==> src/rtl/dac_rx_pkg.sv <==
package dac_rx_pkg;
  parameter int unsigned WORD_W_DEF = 16;
  parameter int unsigned CODE_W_DEF = 10;
  parameter int unsigned SYNC_DEF   = 2;

  typedef enum logic [1:0] {
    TGT_B    = 2'b00,
    TGT_BUF  = 2'b01,
    TGT_A    = 2'b10,
    TGT_CTRL = 2'b11
  } tgt_e;

  typedef enum logic [1:0] {
    RX_IDLE = 2'd0,
    RX_RECV = 2'd1,
    RX_LOCK = 2'd2,
    RX_HOLD = 2'd3
  } rx_state_e;
endpackage

==> src/rtl/dac_rx_sync.sv <==
module dac_rx_sync #(
  parameter int unsigned N      = 3,
  parameter int unsigned STAGES = 2,
  parameter logic [N-1:0] RST_VAL = '0
) (
  input  logic         clk_i,
  input  logic         rst_ni,
  input  logic [N-1:0] d_i,
  output logic [N-1:0] q_o
);
  logic [STAGES-1:0][N-1:0] stg_q;

  always_ff @(posedge clk_i or negedge rst_ni) begin
    if (!rst_ni) begin
      for (int s = 0; s < STAGES; s++) stg_q[s] <= RST_VAL;
    end else begin
      stg_q[0] <= d_i;
      for (int s = 1; s < STAGES; s++) stg_q[s] <= stg_q[s-1];
    end
  end

  assign q_o = stg_q[STAGES-1];
endmodule

==> src/rtl/dac_rx_shift.sv <==
module dac_rx_shift
  import dac_rx_pkg::*;
#(
  parameter int unsigned WORD_W = WORD_W_DEF,
  localparam int unsigned CNT_W = $clog2(WORD_W + 1)
) (
  input  logic              clk_i,
  input  logic              rst_ni,
  input  logic              cs_lvl_i,
  input  logic              cs_rise_i,
  input  logic              cs_fall_i,
  input  logic              sclk_rise_i,
  input  logic              sclk_fall_i,
  input  logic              sdi_i,
  output logic              commit_o,
  output logic [WORD_W-1:0] word_o,
  output rx_state_e         state_o,
  output logic [CNT_W-1:0]  cnt_o
);
  localparam logic [CNT_W-1:0] W_L = CNT_W'(WORD_W);

  rx_state_e         state_q, state_d;
  logic [CNT_W-1:0]  cnt_q, cnt_d;
  logic [WORD_W-1:0] sr_q, sr_d;
  logic [WORD_W-1:0] word_full, word_part;

  assign word_full = {sr_q[WORD_W-2:0], sdi_i};
  // partial word: received bits sit low in sr_q, move them to the top
  assign word_part = sr_q << (W_L - cnt_q);

  always_comb begin
    state_d  = state_q;
    cnt_d    = cnt_q;
    sr_d     = sr_q;
    commit_o = 1'b0;
    word_o   = word_full;
    unique case (state_q)
      RX_IDLE: begin
        if (cs_fall_i) begin
          state_d = RX_RECV;
          cnt_d   = '0;
          sr_d    = '0;
        end
      end
      RX_RECV: begin
        if (cs_rise_i) begin
          state_d = RX_IDLE;
          if (cnt_q != '0) begin
            commit_o = 1'b1;
            word_o   = word_part;
          end
        end else if (sclk_fall_i) begin
          sr_d  = word_full;
          cnt_d = cnt_q + 1'b1;
          if (cnt_q == W_L - 1'b1) begin
            commit_o = 1'b1;
            state_d  = RX_LOCK;
          end
        end
      end
      RX_LOCK: begin
        if (sclk_rise_i) state_d = cs_lvl_i ? RX_IDLE : RX_HOLD;
      end
      RX_HOLD: begin
        if (cs_rise_i) state_d = RX_IDLE;
      end
      default: state_d = RX_IDLE;
    endcase
  end

  always_ff @(posedge clk_i or negedge rst_ni) begin
    if (!rst_ni) begin
      state_q <= RX_IDLE;
      cnt_q   <= '0;
      sr_q    <= '0;
    end else begin
      state_q <= state_d;
      cnt_q   <= cnt_d;
      sr_q    <= sr_d;
    end
  end

  assign state_o = state_q;
  assign cnt_o   = cnt_q;
endmodule

==> src/rtl/dac_rx_regs.sv <==
module dac_rx_regs
  import dac_rx_pkg::*;
#(
  parameter int unsigned WORD_W = WORD_W_DEF,
  parameter int unsigned CODE_W = CODE_W_DEF
) (
  input  logic              clk_i,
  input  logic              rst_ni,
  input  logic              commit_i,
  input  logic [WORD_W-1:0] word_i,
  output logic [CODE_W-1:0] code_a_o,
  output logic [CODE_W-1:0] code_b_o,
  output logic [CODE_W-1:0] hold_o,
  output logic              fast_o,
  output logic              pdown_o
);
  localparam int unsigned FAST_BIT = WORD_W - 3;
  localparam int unsigned PD_BIT   = WORD_W - 4;
  localparam int unsigned CODE_LSB = WORD_W - 4 - CODE_W;

  tgt_e              tgt;
  logic [CODE_W-1:0] code;
  logic              unused_low;

  assign tgt        = tgt_e'(word_i[WORD_W-1 -: 2]);
  assign code       = word_i[CODE_LSB +: CODE_W];
  assign unused_low = ^word_i[CODE_LSB-1:0];

  always_ff @(posedge clk_i or negedge rst_ni) begin
    if (!rst_ni) begin
      code_a_o <= '0;
      code_b_o <= '0;
      hold_o   <= '0;
      fast_o   <= 1'b0;
      pdown_o  <= 1'b0;
    end else if (commit_i) begin
      unique case (tgt)
        TGT_B: begin
          code_b_o <= code;
          hold_o   <= code;
        end
        TGT_BUF: hold_o <= code;
        TGT_A: begin
          code_a_o <= code;
          code_b_o <= hold_o;
        end
        TGT_CTRL: begin
          fast_o  <= word_i[FAST_BIT];
          pdown_o <= word_i[PD_BIT];
        end
        default: ;
      endcase
    end
  end
endmodule

==> src/rtl/dac_cmd_rx.sv <==
module dac_cmd_rx
  import dac_rx_pkg::*;
#(
  parameter int unsigned WORD_W      = WORD_W_DEF,
  parameter int unsigned CODE_W      = CODE_W_DEF,
  parameter int unsigned SYNC_STAGES = SYNC_DEF
) (
  input  logic              clk_i,
  input  logic              rst_ni,
  input  logic              cs_ni,
  input  logic              sclk_i,
  input  logic              sdi_i,
  output logic [CODE_W-1:0] code_a_o,
  output logic [CODE_W-1:0] code_b_o,
  output logic              fast_o,
  output logic              pdown_o
);
  localparam int unsigned CNT_W = $clog2(WORD_W + 1);

  logic [2:0]        pin_sync;
  logic              cs_lvl, sclk_lvl, sdi_lvl;
  logic [1:0]        lvl_q;
  logic              cs_rise, cs_fall, sclk_rise, sclk_fall;
  logic              commit;
  logic [WORD_W-1:0] commit_word;
  rx_state_e         rx_state;
  logic [CNT_W-1:0]  bit_cnt;
  logic [CODE_W-1:0] hold_code;

  dac_rx_sync #(
    .N      (3),
    .STAGES (SYNC_STAGES),
    .RST_VAL(3'b100)
  ) i_sync (
    .clk_i (clk_i),
    .rst_ni(rst_ni),
    .d_i   ({cs_ni, sclk_i, sdi_i}),
    .q_o   (pin_sync)
  );

  assign {cs_lvl, sclk_lvl, sdi_lvl} = pin_sync;

  always_ff @(posedge clk_i or negedge rst_ni) begin
    if (!rst_ni) lvl_q <= 2'b10;
    else         lvl_q <= {cs_lvl, sclk_lvl};
  end

  assign cs_rise   =  cs_lvl   & ~lvl_q[1];
  assign cs_fall   = ~cs_lvl   &  lvl_q[1];
  assign sclk_rise =  sclk_lvl & ~lvl_q[0];
  assign sclk_fall = ~sclk_lvl &  lvl_q[0];

  dac_rx_shift #(.WORD_W(WORD_W)) i_shift (
    .clk_i      (clk_i),
    .rst_ni     (rst_ni),
    .cs_lvl_i   (cs_lvl),
    .cs_rise_i  (cs_rise),
    .cs_fall_i  (cs_fall),
    .sclk_rise_i(sclk_rise),
    .sclk_fall_i(sclk_fall),
    .sdi_i      (sdi_lvl),
    .commit_o   (commit),
    .word_o     (commit_word),
    .state_o    (rx_state),
    .cnt_o      (bit_cnt)
  );

  dac_rx_regs #(.WORD_W(WORD_W), .CODE_W(CODE_W)) i_regs (
    .clk_i   (clk_i),
    .rst_ni  (rst_ni),
    .commit_i(commit),
    .word_i  (commit_word),
    .code_a_o(code_a_o),
    .code_b_o(code_b_o),
    .hold_o  (hold_code),
    .fast_o  (fast_o),
    .pdown_o (pdown_o)
  );
endmodule

==> config.mk <==
export PLATFORM = sky130hd
export DESIGN_NAME = dac_cmd_rx
export DESIGN_NICKNAME = d
export VERILOG_FILES = /design/src/rtl/dac_rx_pkg.sv /design/src/rtl/dac_rx_sync.sv /design/src/rtl/dac_rx_shift.sv /design/src/rtl/dac_rx_regs.sv /design/src/rtl/dac_cmd_rx.sv
export SDC_FILE = /design/constraint.sdc
export NUM_CORES = 1
export LEC_CHECK = 0
export BUFFER_PORTS_ARGS = -buffer_cell sky130_fd_sc_hd__buf_2
export CORE_MARGIN = 3
export CORE_UTILIZATION = 55
export DETAILED_ROUTE_END_ITERATION = 6
export HOLD_SLACK_MARGIN = 0.1
export PLACE_DENSITY = 0.74
export SLEW_MARGIN = 20
export SYNTH_ARGS = -nofsm -noshare
export SYNTH_HDL_FRONTEND = slang
export SYNTH_SLANG_ARGS = --single-unit
==> constraint.sdc <==
create_clock -name clk_i -period 4.4 [get_ports clk_i]
set_input_delay 1.32 -clock clk_i [delete_from_list [all_inputs] [get_ports clk_i]]
set_output_delay 1.32 -clock clk_i [all_outputs]
set_load 0.05 [all_outputs]
==> results summary <==
The setup slack after placement is 0.8622 ns. Synthesis produced 342 cells. After detailed routing, the average wire length per cell comes to 17.01 um.

The placer congestion estimate came out at 0.9176. In this run, distinct cell masters in the synthesized netlist total 53. The fraction of the mapped netlist area in compound gates came out at 10.42%. The portion of synthesized area spent on multiplexers is 17.01%. The synthesized-area fraction occupied by xor and xnor cells is 1.756%. The die outline area is 0.007202 sq mm. The required time of the critical path is 4.63 ns. The type of the setup path with the least slack is register to register. Across the routed clock network, the largest skew measured is 0.006157 ns.

The largest voltage drop on the vdd net came out at 0.0002470 V. The endpoint arrival time on the critical path is 3.79 ns. The post-detailed-route via-to-cell ratio is 5.951. The final number of setup-violating endpoints came out at 0. Ranked by total cell area, the synthesized netlist is headed by sky130_fd_sc_hd__dfrtp_1, sky130_fd_sc_hd__mux2i_1, sky130_fd_sc_hd__nand2_1. The wire length of the first global-routing pass is 13.00 mm. The aggregate routed wire length came out at 7.604 mm. The pin count of the biggest net entering global routing is 52. The most used flip-flop cell after synthesis is sky130_fd_sc_hd__dfrtp_1.

The cell area reported after detailed placement came out at 0.003615 sq mm. The via count of the first global-routing pass is 2570. The combined global-route utilization of all metal layers is 22.78%. The number of pins exceeding their max-slew limit in the final report came out at 0.

The placed instance count is 431. The number of fillers in the final layout came out at 489. The type of the worst min-delay path is register to register. The hold violation count in the final report was 0. Once detail routing completed, the nets flagged for antenna violations numbered 0. The number of design-rule violations left by the first detailed-router iteration is 209. The clock tree from TritonCTS is built. The largest total area in the synthesized netlist belongs to sky130_fd_sc_hd__dfrtp_1.

For this design the ratio of total power to cell area is 442.0 mW/mm^2. The mean instance size in the synthesized netlist came out at 10.00 sq um. The final setup TNS is 0 ns. The yosys synthesis warning count came out at 0. The share of cells above drive strength 1 came out at 20.16%. The number of setup buffers added after CTS is 0. The minimum period implied by the final worst setup slack is 3.561 ns. The final period utilization is 80.93%.

The die is 84.87 um wide. For this run, the post-layout net count is 376. The I/O pin total came out at 27. The most common cell in the synthesized netlist is sky130_fd_sc_hd__nand2_1. The clock network latency to the later pin of the worst-skew pair is 0.34 ns. The layout overhead on the synthesized area is 13.09%. The worst slew margin relative to its limit came out at 48.72%. By count the netlist is led by sky130_fd_sc_hd__nand2_1, sky130_fd_sc_hd__dfrtp_1, sky130_fd_sc_hd__mux2i_1. The post-route DRC violation count came out at 0. The repair_antennas step left the layout with diodes totalling 0.

The number of buffers added by the clock tree synthesis step came out at 9. The aggregate global routing overflow is 0. For this block, the via count after detailed routing is 2660. For this design, the sink count on the clock tree is 63.

The total leakage power came out at 1.821 nW. Setup repair after global routing left no endpoint under its margin. The synthesized net count came out at 351. The initial utilization of the core area, before any placement, comes to 57.44%.

The buffer depth of the longest clock path is 2. The floorplan die height came out at 84.87 um. For this run, the detailed router's first-pass iteration total came to 6. CTS placed an instance of sky130_fd_sc_hd__clkbuf_8 at the clock tree root. Summing all flip-flop and latch instances after layout gives 0.001580 sq mm.

The number of synthesized flops with an enable pin is 0. The element type at the critical path end is a register. The count of standard-cell rows is 28.

The total of cells resized after clock tree synthesis came out at 0. The clock-pin slew on the worst setup and hold paths came out at 0.08 ns. The final cell count without fillers is 447. The area taken by multi-input logic gates is 0.001720 sq mm. The core region is 0.005956 sq mm. The number of hold buffers added after cts came out at 0. Max-cap violations in this run came to 0. The basic-gate share of the synthesized area counting and, or, nand and nor cells came out at 19.42%. The synthesized design contains 63 register bits. After Yosys synthesis, full adders, half adders and majority gates account for 1.463% of the synthesized area. Final hold analysis gives a worst-case slack of 0.3529 ns. By area, the combinational part of the netlist is dominated by simple AND/OR/NAND/NOR gates. The slew at the pin with the worst max-slew slack is 0.7651 ns. The H-tree was split into 3 levels.

The post-synthesis instance area came out at 0.003421 sq mm. The maximum fanout count along the critical path is 15. The worst setup path is launched from a register. The number of antenna violations at the first check in global routing came to 0. The count of buffers added on input and output ports is 26. The total non-filler cell area in the finished layout is 0.003869 sq mm.

The HPWL after detailed placement is 5.540 mm. The maximum frequency from static timing analysis came out at 280.8 MHz. The proportion of synthesized chip area in sequential cells is 46.20%.

The fraction of registers with async set/reset is 100.0%. The share of Yosys cell area claimed by the top area cell type is 43.89%. The final critical-path setup slack is 0.8392 ns. The run finished with clean final reports.
layout by cell type (no fill, tap or decap), drive strengths merged, types with 5 or more instances in the layout:
cell type,instances
a21oi,6
buf,35
clkbuf,9
dfrtp,60
inv,9
mux2,17
mux2i,30
nand2,70
nand3,27
nor2,6
nor2b,6
nor3,8
o21ai,20
o31ai,5
state kept, by name (all words and copies together), names as in the netlist:
register and cells:
i_regs.code_b_o 10, i_regs.hold_o 10, i_regs.fast_o 1, i_shift.sr_q 16, i_shift.cnt_o 5, i_regs.pdown_o 1, i_shift.state_o 2, i_regs.code_a_o 10
i_sync.q_o 3, lvl_q 2, i_sync.stg_q 3
metal layers:
layer | vias to the layer above | track usage (%) | share of wire, %
li1 | 1271 | - | -
met1 | 1299 | 31.14 | 47
met2 | 77 | 36.65 | 47
met3 | 13 | 4.757 | 5.2
met4 | 0 | 7.194 | 1.4
met5 | - | 0 | 0
kinds of logic (layout without fill, tap and decap cells):
logic type | Yosys count | count (layout)
DFF | 63 | 63
muxes | 51 | 51
and+or+nand+nor | 138 | 138
AOI/OAI and AO/OA | 53 | 53
xor gates and xnor gates | 6 | 6
adders and majority gates | 4 | 4
buffers and inverters | 27 | 57
report_power, final:
part	leakage, nW	internal, mW	switching [mW]
clock	0.126	0.385	0.244
sequential	0.854	0.602	0.0219
combinational	0.841	0.166	0.291
total	1.82	1.15	0.557
critical path: stages (launching register included):
cell,delay [ns]
sky130_fd_sc_hd__dfrtp_1,0.35
sky130_fd_sc_hd__inv_1,0.04
sky130_fd_sc_hd__buf_4,0.18
sky130_fd_sc_hd__ha_1,0.55
sky130_fd_sc_hd__mux2i_1,0.22
sky130_fd_sc_hd__mux4_2,0.52
sky130_fd_sc_hd__or3_4,0.36
sky130_fd_sc_hd__o211ai_2,0.08
sky130_fd_sc_hd__buf_4,0.23
sky130_fd_sc_hd__and3b_1,0.52
sky130_fd_sc_hd__mux2_1,0.38
per-stage QoR:
| stage | power [mW] | util, % |
|---|---|---|
| floorplan | 0.9817 | - |
| global route | 1.792 | 64.96 |
| finish | 1.710 | 64.96 |
| CTS | 1.718 | 64.92 |
| global placement | 1.086 | 60.69 |
| detailed placement | 1.086 | 60.69 |
worst paths after layout:
path                                  startpoint                 end  slack (ns)  depth (start not counted)
worst max-delay path            i_shift.cnt_o[0]  i_regs.code_a_o[3]        0.84                         10
worst min-delay path             i_sync.stg_q[0]       i_sync.q_o[0]        0.35                          0
worst min register to register   i_sync.stg_q[0]       i_sync.q_o[0]        0.35                          0
min in group asynchronous                 rst_ni  i_regs.code_b_o[0]        0.99                          1
worst max register to register  i_shift.cnt_o[0]  i_regs.code_a_o[3]        0.84                         10
max in group asynchronous                 rst_ni      i_regs.pdown_o        2.83                          2
layout make-up:
cell class	count	share of cell area [%]
Clock buffer	9	3.202
Clock inverter	7	3.299
Inverter	6	0.5821
Multi-Input combinational cell	252	44.47
Sequential cell	63	40.85
Tap cell	75	2.426
Timing Repair Buffer	35	5.175
Power figures use the tool's default switching activity.
